$ cat config.mk
export PLATFORM = sky130hd
export DESIGN_NAME = conv_trigger_ctrl
export DESIGN_NICKNAME = d
export VERILOG_FILES = /design/src/rtl/conv_trigger_pkg.sv /design/src/rtl/conv_trigger_regs.sv /design/src/rtl/conv_trigger_timebase.sv /design/src/rtl/conv_trigger_seq.sv /design/src/rtl/conv_trigger_ctrl.sv
export SDC_FILE = /design/constraint.sdc
export NUM_CORES = 1
export LEC_CHECK = 0
export BUFFER_PORTS_ARGS = -buffer_cell sky130_fd_sc_hd__buf_2
export CORE_ASPECT_RATIO = 1.4
export CORE_MARGIN = 3
export CORE_UTILIZATION = 56
export CTS_CLUSTER_DIAMETER = 60
export DETAILED_ROUTE_END_ITERATION = 10
export GPL_TIMING_DRIVEN = 0
export PLACE_DENSITY_LB_ADDON = 0.1
export SLEW_MARGIN = 10
export SYNTH_ARGS = -nofsm -noshare
export SYNTH_HDL_FRONTEND = slang
export SYNTH_HIERARCHICAL = 1
export SYNTH_SLANG_ARGS = --single-unit
$ cat constraint.sdc
create_clock -name clk -period 2.2 [get_ports clk]
set_input_delay 0.44 -clock clk [delete_from_list [all_inputs] [get_ports clk]]
set_output_delay 0.44 -clock clk [all_outputs]
set_load 0.05 [all_outputs]
$ cat src/rtl/conv_trigger_pkg.sv
package conv_trigger_pkg;

  localparam int TMR_W   = 16;
  localparam int MODE_W  = 4;
  localparam int ACQ_W   = 3;
  localparam int CNT_W   = 5;
  localparam int ADDR_W  = 2;

  localparam logic [MODE_W-1:0] TRIG_MODE = 4'b1011;

  localparam logic [ADDR_W-1:0] A_CMP  = 2'd0;
  localparam logic [ADDR_W-1:0] A_MODE = 2'd1;
  localparam logic [ADDR_W-1:0] A_CTRL = 2'd2;

  localparam int B_EN  = 0;
  localparam int B_GO  = 1;
  localparam int B_ACQ = 2;

  typedef enum logic [1:0] {
    SQ_IDLE  = 2'd0,
    SQ_ACQ   = 2'd1,
    SQ_START = 2'd2,
    SQ_CONV  = 2'd3
  } seq_state_t;

  // acquisition length in converter clocks for each field value
  function automatic logic [CNT_W-1:0] acq_cycles(input logic [ACQ_W-1:0] sel);
    logic [CNT_W-1:0] r;
    case (sel)
      3'd0:    r = 5'd0;
      3'd1:    r = 5'd2;
      3'd2:    r = 5'd4;
      3'd3:    r = 5'd6;
      3'd4:    r = 5'd8;
      3'd5:    r = 5'd12;
      3'd6:    r = 5'd16;
      default: r = 5'd20;
    endcase
    return r;
  endfunction

endpackage

$ cat src/rtl/conv_trigger_regs.sv
module conv_trigger_regs
  import conv_trigger_pkg::*;
#(
  parameter int DW = TMR_W
) (
  input  logic              clk,
  input  logic              rst,
  input  logic              wr_en,
  input  logic [ADDR_W-1:0] wr_addr,
  input  logic [DW-1:0]     wr_data,
  output logic [DW-1:0]     cmp_val,
  output logic [MODE_W-1:0] mode_val,
  output logic              en_val,
  output logic [ACQ_W-1:0]  acq_val,
  output logic [ACQ_W-1:0]  acq_eff,
  output logic              sw_go
);

  logic ctrl_wr;
  assign ctrl_wr = wr_en && (wr_addr == A_CTRL);

  always_ff @(posedge clk) begin
    if (rst) begin
      cmp_val  <= '0;
      mode_val <= '0;
      en_val   <= 1'b0;
      acq_val  <= '0;
    end else if (wr_en) begin
      case (wr_addr)
        A_CMP:  cmp_val  <= wr_data;
        A_MODE: mode_val <= wr_data[MODE_W-1:0];
        A_CTRL: begin
          en_val  <= wr_data[B_EN];
          acq_val <= wr_data[B_ACQ +: ACQ_W];
        end
        default: ;
      endcase
    end
  end

  // a start written with the control word uses that word's fields
  assign sw_go   = ctrl_wr && wr_data[B_GO] && wr_data[B_EN];
  assign acq_eff = ctrl_wr ? wr_data[B_ACQ +: ACQ_W] : acq_val;

  AST_CMP_WRITE: assert property (@(posedge clk) disable iff (rst)
    (wr_en && wr_addr == A_CMP) |=> cmp_val == $past(wr_data));

endmodule

$ cat src/rtl/conv_trigger_timebase.sv
module conv_trigger_timebase
  import conv_trigger_pkg::*;
#(
  parameter int W = TMR_W
) (
  input  logic              clk,
  input  logic              rst,
  input  logic [W-1:0]      cmp_val,
  input  logic [MODE_W-1:0] mode_val,
  output logic [W-1:0]      timer_q,
  output logic              trig_evt
);

  localparam logic [W-1:0] ONE = W'(1);

  assign trig_evt = (mode_val == TRIG_MODE) && (timer_q == cmp_val);

  always_ff @(posedge clk) begin
    if (rst)           timer_q <= '0;
    else if (trig_evt) timer_q <= '0;
    else               timer_q <= timer_q + ONE;
  end

  AST_TRIG_RELOAD: assert property (@(posedge clk) disable iff (rst)
    trig_evt |=> timer_q == '0);
  AST_TIMER_STEP: assert property (@(posedge clk) disable iff (rst)
    !trig_evt |=> timer_q == $past(timer_q) + ONE);

endmodule

$ cat src/rtl/conv_trigger_seq.sv
module conv_trigger_seq
  import conv_trigger_pkg::*;
(
  input  logic             clk,
  input  logic             rst,
  input  logic             start_req,
  input  logic [ACQ_W-1:0] acq_sel,
  input  logic             conv_done,
  output logic             busy,
  output logic             acq_active,
  output logic             conv_start,
  output logic             done_flag
);

  seq_state_t       st_q;
  logic [CNT_W-1:0] cnt_q;
  logic [CNT_W-1:0] load_len;
  logic             acq_last;

  assign load_len = acq_cycles(acq_sel);
  assign acq_last = (st_q == SQ_ACQ) && (cnt_q == CNT_W'(1));

  always_ff @(posedge clk) begin
    if (rst) begin
      st_q      <= SQ_IDLE;
      cnt_q     <= '0;
      done_flag <= 1'b0;
    end else begin
      done_flag <= 1'b0;
      case (st_q)
        SQ_IDLE: if (start_req) begin
          cnt_q <= load_len;
          st_q  <= (load_len == '0) ? SQ_START : SQ_ACQ;
        end
        SQ_ACQ: begin
          cnt_q <= cnt_q - CNT_W'(1);
          if (acq_last) st_q <= SQ_START;
        end
        SQ_START: st_q <= SQ_CONV;
        SQ_CONV: if (conv_done) begin
          st_q      <= SQ_IDLE;
          done_flag <= 1'b1;
        end
        default: st_q <= SQ_IDLE;
      endcase
    end
  end

  assign busy       = (st_q != SQ_IDLE);
  assign acq_active = (st_q == SQ_ACQ);
  assign conv_start = (st_q == SQ_START);

  AST_ACQ_TO_START: assert property (@(posedge clk) disable iff (rst)
    acq_last |=> conv_start);
  AST_START_PULSE: assert property (@(posedge clk) disable iff (rst)
    conv_start |=> (!conv_start && busy && !acq_active));
  AST_FLAG_PULSE: assert property (@(posedge clk) disable iff (rst)
    done_flag |=> !done_flag);

endmodule

$ cat src/rtl/conv_trigger_ctrl.sv
module conv_trigger_ctrl
  import conv_trigger_pkg::*;
(
  input  logic              clk,
  input  logic              rst,
  input  logic              wr_en,
  input  logic [ADDR_W-1:0] wr_addr,
  input  logic [TMR_W-1:0]  wr_data,
  input  logic              conv_done,
  output logic [TMR_W-1:0]  timer_q,
  output logic              trig_evt,
  output logic              busy,
  output logic              acq_active,
  output logic              conv_start,
  output logic              done_flag
);

  logic [TMR_W-1:0]  cmp_val;
  logic [MODE_W-1:0] mode_val;
  logic              en_val;
  logic [ACQ_W-1:0]  acq_val;
  logic [ACQ_W-1:0]  acq_eff;
  logic              sw_go;
  logic              hw_go;
  logic              start_req;

  conv_trigger_regs #(.DW(TMR_W)) u_regs (
    .clk      (clk),
    .rst      (rst),
    .wr_en    (wr_en),
    .wr_addr  (wr_addr),
    .wr_data  (wr_data),
    .cmp_val  (cmp_val),
    .mode_val (mode_val),
    .en_val   (en_val),
    .acq_val  (acq_val),
    .acq_eff  (acq_eff),
    .sw_go    (sw_go)
  );

  conv_trigger_timebase #(.W(TMR_W)) u_tb (
    .clk      (clk),
    .rst      (rst),
    .cmp_val  (cmp_val),
    .mode_val (mode_val),
    .timer_q  (timer_q),
    .trig_evt (trig_evt)
  );

  // named start sources, the sequencer accepts them only when idle
  assign hw_go     = trig_evt && en_val;
  assign start_req = hw_go || sw_go;

  conv_trigger_seq u_seq (
    .clk        (clk),
    .rst        (rst),
    .start_req  (start_req),
    .acq_sel    (acq_eff),
    .conv_done  (conv_done),
    .busy       (busy),
    .acq_active (acq_active),
    .conv_start (conv_start),
    .done_flag  (done_flag)
  );

  AST_EN_START: assert property (@(posedge clk) disable iff (rst)
    (trig_evt && en_val && !busy) |=> busy);
  AST_DIS_IGNORE: assert property (@(posedge clk) disable iff (rst)
    (trig_evt && !en_val && !sw_go && !busy) |=> !busy);
  AST_DONE_CLEAR: assert property (@(posedge clk) disable iff (rst)
    (busy && !acq_active && !conv_start && conv_done) |=> (!busy && done_flag));
  AST_BUSY_HOLD: assert property (@(posedge clk) disable iff (rst)
    (busy && !conv_done) |=> busy);
  AST_SW_START: assert property (@(posedge clk) disable iff (rst)
    (sw_go && !busy) |=> busy);

endmodule

==> qor.yml, run 1 <==
status: "finished, final reports clean"
cts_hold_buf: 0
rows: 28
p_leak_nw: 1.25
p_total_mw: 1.94
synth_cell_types: 46
drive_gt1_share_pct: 27.2
cp_max_fo: 6
postSynthAreaPerCell_um2: 9.49
wirelength_mm: 5.17
cp_data_required_time_ps: 1760
grt_pass1_wl_mm: 8.55
dr_total_vias: 1992
slowest_stage: "dfxtp_4"
syn2layout_area_growth_pct: 16.2
timing.final.max_slew_violations: 0
vdd_drop_max_mv: 0.558
yosys-top-cells-count: "dfxtp_1, nand2b_1, mux2i_1"
route.detailed.drc: 0
clk_path_buf_depth: 2
cts_tree: "built"
netlist.area_leader.share_pct: 37.6
core_um2: 4310
dp_cells: 371
cts.clk_slew.worst_paths_ps: 80
crit_arrival_ps: 1690
die_area_um2: 5420
ys_ff_latch: 48
synth.most_common_cell: "dfxtp_1"
fin_util_pct: 68.9
cp-start-kind: "register"
netlist_area_um2: 2550
clockPowerShare_pct: 26.0
die_h_um: 85.9
hold_viol: 0
grt_pass1_vias: 1905
grt_remaining_overflow: 0
cts.sinks: 48
path_cells: "buf_2 > xnor2_1 > nand4_1 > nor2_2 > and3_4 > clkbuf_4"
n_antenna_cell: 0
syn_nets: 298
async_flop_share_pct: 0
period_minus_slack_ps: 2130
root_buffer: "clkbuf_8"
grt_max_degree: 15
synth_enable_flop_cells: 0
seqPwrFrac_pct: 48.3
p_comb_share_pct: 25.7
netlist_instances: 269
critical_path_class: "register to output port"
p_switching_mw: 0.613
place_congestion: 0.778
ys.flop_type: "dfxtp_1"
cts-htree-levels: 2
hold_slack_ps: 372
maxCapViolations: 0
hp-class: "input pin to register"
post-route-period-util_pct: 96.7
p_int_mw: 1.33
nets: 348
tightest_slew_ps: 485
cts_buffers: 5
clock_latency_ps: 300
max_freq_mhz: 470
critPathCaptureType: "output port"
antenna_found_initial: 0
ant_nets: 0
dr.first_iter.drc_count: 80
slew_headroom_pct: 67.2
initial_core_util_pct: 59.3
detail_route.wl_per_cell_um: 13.6
placed_area_um2: 2870
rsz0062_at_grt: "false"
viasPerCell: 5.24
powerDensity_nw_per_um2: 654
yosysTopAreaCell: "dfxtp_1"
skew_ps: 4.63
setup_violations: 0
ys_top_cells_by_area: "dfxtp_1, mux2i_1, nand2b_1"
seq_area_frac_synth_pct: 37.6
dr.pass1.iters: 4
fin_cells: 380
die_w_um: 63.1
io_buffers: 42
grt.total_usage_pct: 20.0
dpl.hpwl_mm: 4.06
io_pins: 43
max_stage_delay_ps: 350
design_area_um2: 2970
power.share.switching_pct: 31.6
yosysWarnings: 6
metrics by stage:
step	setup WS [ps]	setup TNS, ps
global placement	21.5	0
CTS	15.0	0
detailed placement	-7.86	-7.86
finish	72.8	0
floorplan	13.8	0
global route	6.43	0
layout make-up:
class	instances	area (um2)
clock inverter	1	5.00
clock buffer	7	76.3
tap	60	75.1
sequential	48	982
buffer	11	75.1
multi-input combinational	201	1500
inverter	9	33.8
timing repair buffer	43	220
fill	371	1340
cells by family after synthesis:
kind of cell             synth area share [%]
AO/OA/AOI/OAI                            5.24
XOR/XNOR                                 9.95
adder cells (fa/ha/maj)                  3.43
buffers and inverters                    4.26
flip-flops                               37.6
multiplexers                             12.9
AND/OR/NAND/NOR                          26.6
cell usage in the layout (no fill, tap or decap), types with 9 or more instances in the layout:
cell / n
buf_2: 43
nand2b_1: 43
dfxtp_1: 33
mux2i_1: 27
nor2_1: 21
xnor2_1: 19
dfxtp_2: 14
nand2_1: 12
xor2_1: 10
inv_1: 9
metal layers:
layer,track usage [%],vias up,routed length (um)
met4,8.43,0,123
met1,20.4,929,2050
li1,-,1014,-
met2,38.9,38,2800
met3,3.93,11,201
met5,0,-,0
power groups by stage:
stage	sequential (mW)	combinational, mW	clock, mW
2_1_floorplan	0.967	0.378	0
3_3_place_gp	0.958	0.490	0
3_5_place_dp	0.959	0.494	0
4_1_cts	0.938	0.497	0.518
5_1_grt	0.944	0.545	0.542
6_report	0.938	0.499	0.504
flip-flops by register name, indices dropped and copies added, names as in the netlist:
name             cells
u_tb/timer_q        16
u_regs/acq_val       3
u_seq/st_q           2
u_regs/mode_val      4
u_seq/done_flag      1
u_regs/en_val        1
u_regs/cmp_val      16
u_seq/cnt_q          5
what timing repair did:
item	CTS	global route
resized for setup	0	4
endpoints found under the setup margin	0	3
buffers inserted	0	1
final timing paths:
path / startpoint / end / slack (ps) / depth (start not counted)
max: u_tb/timer_q[3] / trig_evt / 70 / 6
min: conv_done / u_seq/done_flag / 370 / 3
max reg2reg: u_tb/timer_q[3] / u_seq/st_q[0] / 100 / 9
min reg2reg: u_tb/timer_q[0] / u_tb/timer_q[0] / 470 / 1
critical path, delay by kind of cell, from the launching register on:
kind / cells / cell delay (ps)
XOR/XNOR: 1 / 180
AND/OR/NAND/NOR: 3 / 470
flip-flops: 1 / 350
buffers and inverters: 2 / 390
Power figures use the tool's default switching activity.
==> inputs of run 2 (changes only) <==
--- a/config.mk
+++ b/config.mk
@@ -5,10 +5,11 @@
 export SDC_FILE = /design/constraint.sdc
 export NUM_CORES = 1
 export LEC_CHECK = 0
+export ABC_AREA = 1
 export BUFFER_PORTS_ARGS = -buffer_cell sky130_fd_sc_hd__buf_2
 export CORE_ASPECT_RATIO = 1.4
 export CORE_MARGIN = 3
-export CORE_UTILIZATION = 56
+export CORE_UTILIZATION = 25
 export CTS_CLUSTER_DIAMETER = 60
 export DETAILED_ROUTE_END_ITERATION = 10
 export GPL_TIMING_DRIVEN = 0
==> run 2 against run 1 <==
Against the previous run:
- setup slack better by 65 ps
- first-iteration DRC count is 16% lower
- design area is 13% higher
- critical path type unchanged
- critical endpoint unchanged
==> qor.yml, run 2 <==
dpl.hpwl_mm: 5.76
path_cells: "xnor2_1 > nand3_1 > nor2_1 > nand4_1 > nor2_4 > buf_6"
critPathCaptureType: "output port"
viasPerCell: 4.26
cts.sinks: 48
final_common_cell: "nand2_1"
cts_resized: 0
r2r_slack_ps: 290
place_congestion: 0.818
synth_cell_types: 31
rsz0062_at_grt: "false"
dr.first_iter.drc_count: 67
antenna_found_initial: 0
max_stage_delay_ps: 350
cp_max_fo: 5
synth.most_common_cell: "nand2_1"
die_area_um2: 12500
dr_total_vias: 2529
crit_arrival_ps: 1620
hold_slack_ps: 391
hold_viol: 0
cp_data_required_time_ps: 1760
nets: 480
period_minus_slack_ps: 2060
slowest_stage: "dfxtp_2"
ys.flop_type: "dfxtp_1"
critical_path_class: "register to output port"
detail_route.wl_per_cell_um: 11.9
yosysWarnings: 6
clock_latency_ps: 290
dr.pass1.iters: 4
post-route-period-util_pct: 93.7
syn_nets: 432
wirelength_mm: 7.07
grt.total_usage_pct: 12.3
slew_headroom_pct: 73.6
cts.clk_slew.worst_paths_ps: 60
postSynthAreaPerCell_um2: 6.91
path_buf_inv: 1
die_h_um: 131
cts_tree: "built"
grt_remaining_overflow: 0
n_antenna_cell: 0
yosysTopAreaCell: "dfxtp_1"
worstHoldStart: "conv_done"
ys_ff_latch: 48
yosys-top-cells-count: "nand2_1, nor2_1, dfxtp_1"
seq_area_frac_synth_pct: 34.5
syn2layout_area_growth_pct: 20.5
hp-class: "input pin to register"
setup_tns_ps: 0
vdd_drop_max_mv: 0.549
rows: 45
drive_gt1_share_pct: 22.1
initial_core_util_pct: 25.6
netlist.area_leader.share_pct: 34.5
io_pins: 43
nFillCells: 1213
p_leak_nw: 1.46
ant_nets: 0
route.detailed.drc: 0
hold-path-cell-count: 3
tightest_slew_ps: 393
skew_ps: 10.8
r2r-end: "u_seq/cnt_q[2]"
ys_top_cells_by_area: "dfxtp_1, nand2_1, nor2_1"
cts_hold_buf: 0
io_buffers: 41
cts-htree-levels: 2
async_flop_share_pct: 0
postCtsSetupRepairBufs: 0
timing.final.max_slew_violations: 0
clk_path_buf_depth: 2
die_w_um: 95.2
reg2reg_from: "u_tb/timer_q[3]"
grt_pass1_wl_mm: 11.9
powerDensity_nw_per_um2: 849
maxCapViolations: 0
grt_max_degree: 17
max_freq_mhz: 485
status: "finished, final reports clean"
worstRegToRegCells: 13
top_regs: "u_regs/cmp_val (16), u_tb/timer_q (16), u_seq/cnt_q (5)"
netlist_area_um2: 2790
cts_buffers: 5
netlist_instances: 403
synth_enable_flop_cells: 0
cp_top_family: "simple AND/OR/NAND/NOR gates"
setup_violations: 0
cp-start-kind: "register"
grt_pass1_vias: 2507
layout_common_cells: "nand2_1, nor2_1, inv_1, dfxtp_1, buf_2"
core_um2: 10900
holdPathEnd: "u_seq/done_flag"
root_buffer: "clkbuf_16"
==> run 2: cell count changes after synthesis, sizes merged, moves of 9 or more <==
cell	delta
nand3	+20
xnor2	-10
nand2b	-43
inv	+45
mux2i	-28
nand3b	+9
nor2	+49
a21oi	+23
nand2	+89
==> run 2: logic make-up after synthesis <==
family                   after synthesis  share of synthesized area [%]
flip-flops                            48                           34.5
adder cells (fa/ha/maj)                7                           3.14
XOR/XNOR                              21                           6.60
buffers and inverters                 66                           11.1
AO/OA/AOI/OAI                         36                           7.95
AND/OR/NAND/NOR                      225                           36.7
==> run 2: cell type report <==
| class | instances | area, um2 | area share [%] |
|---|---|---|---|
| Clock buffer | 5 | 125 | 3.73 |
| Tap cell | 141 | 176 | 5.26 |
| Clock inverter | 3 | 47.5 | 1.42 |
| Sequential cell | 48 | 963 | 28.7 |
| Multi-Input combinational cell | 289 | 1520 | 45.4 |
| Buffer | 12 | 108 | 3.21 |
| Timing Repair Buffer | 41 | 211 | 6.30 |
| Inverter | 54 | 203 | 6.04 |
==> run 2: worst max-delay path by stage <==
stage	startpoint	endpoint	slack [ps]	cells past startpoint
after floorplan	u_tb/timer_q[10]	u_seq/cnt_q[2]	1	14
after global placement	u_tb/timer_q[3]	u_seq/cnt_q[2]	290	13
after detailed placement	u_tb/timer_q[3]	u_seq/cnt_q[2]	290	13
after CTS	u_tb/timer_q[3]	trig_evt	4	6
after global routing	u_tb/timer_q[4]	trig_evt	10	7
final	u_tb/timer_q[3]	trig_evt	140	6
==> run 2: per-stage QoR <==
| step | cell area [um2] | setup slack, ps | cells | total power, mW | utilization [%] |
|---|---|---|---|---|---|
| 2_1_floorplan | 2790 | 1.25 | 403 | 1.79 | - |
| 3_3_place_gp | 3180 | 293 | 585 | 1.99 | 29.2 |
| 3_5_place_dp | 3180 | 286 | 585 | 2.00 | 29.2 |
| 4_1_cts | 3350 | 3.63 | 593 | 2.91 | 30.8 |
| 5_1_grt | 3360 | 13.1 | 593 | 3.08 | 30.9 |
| 6_report | 3360 | 138 | 593 | 2.85 | 30.9 |
==> run 2: worst min-delay path, stage by stage <==
cell and delay, ps:
buf_2 110, nand2_1 60, nor2_1 30
==> run 2: routing by layer <==
metal	global-route usage [%]	routed length, um
met4	4.59	124
met2	22.0	3520
met1	14.6	3170
met3	1.95	259
met5	0	0
==> run 2: where the power goes <==
part           leakage (nW)  total [mW]  internal (mW)  switching [mW]
Combinational         0.981       0.951          0.329           0.622
Sequential            0.392        1.01          0.946          0.0635
Clock                0.0840       0.891          0.541           0.351
Total                  1.46        2.85           1.82            1.04
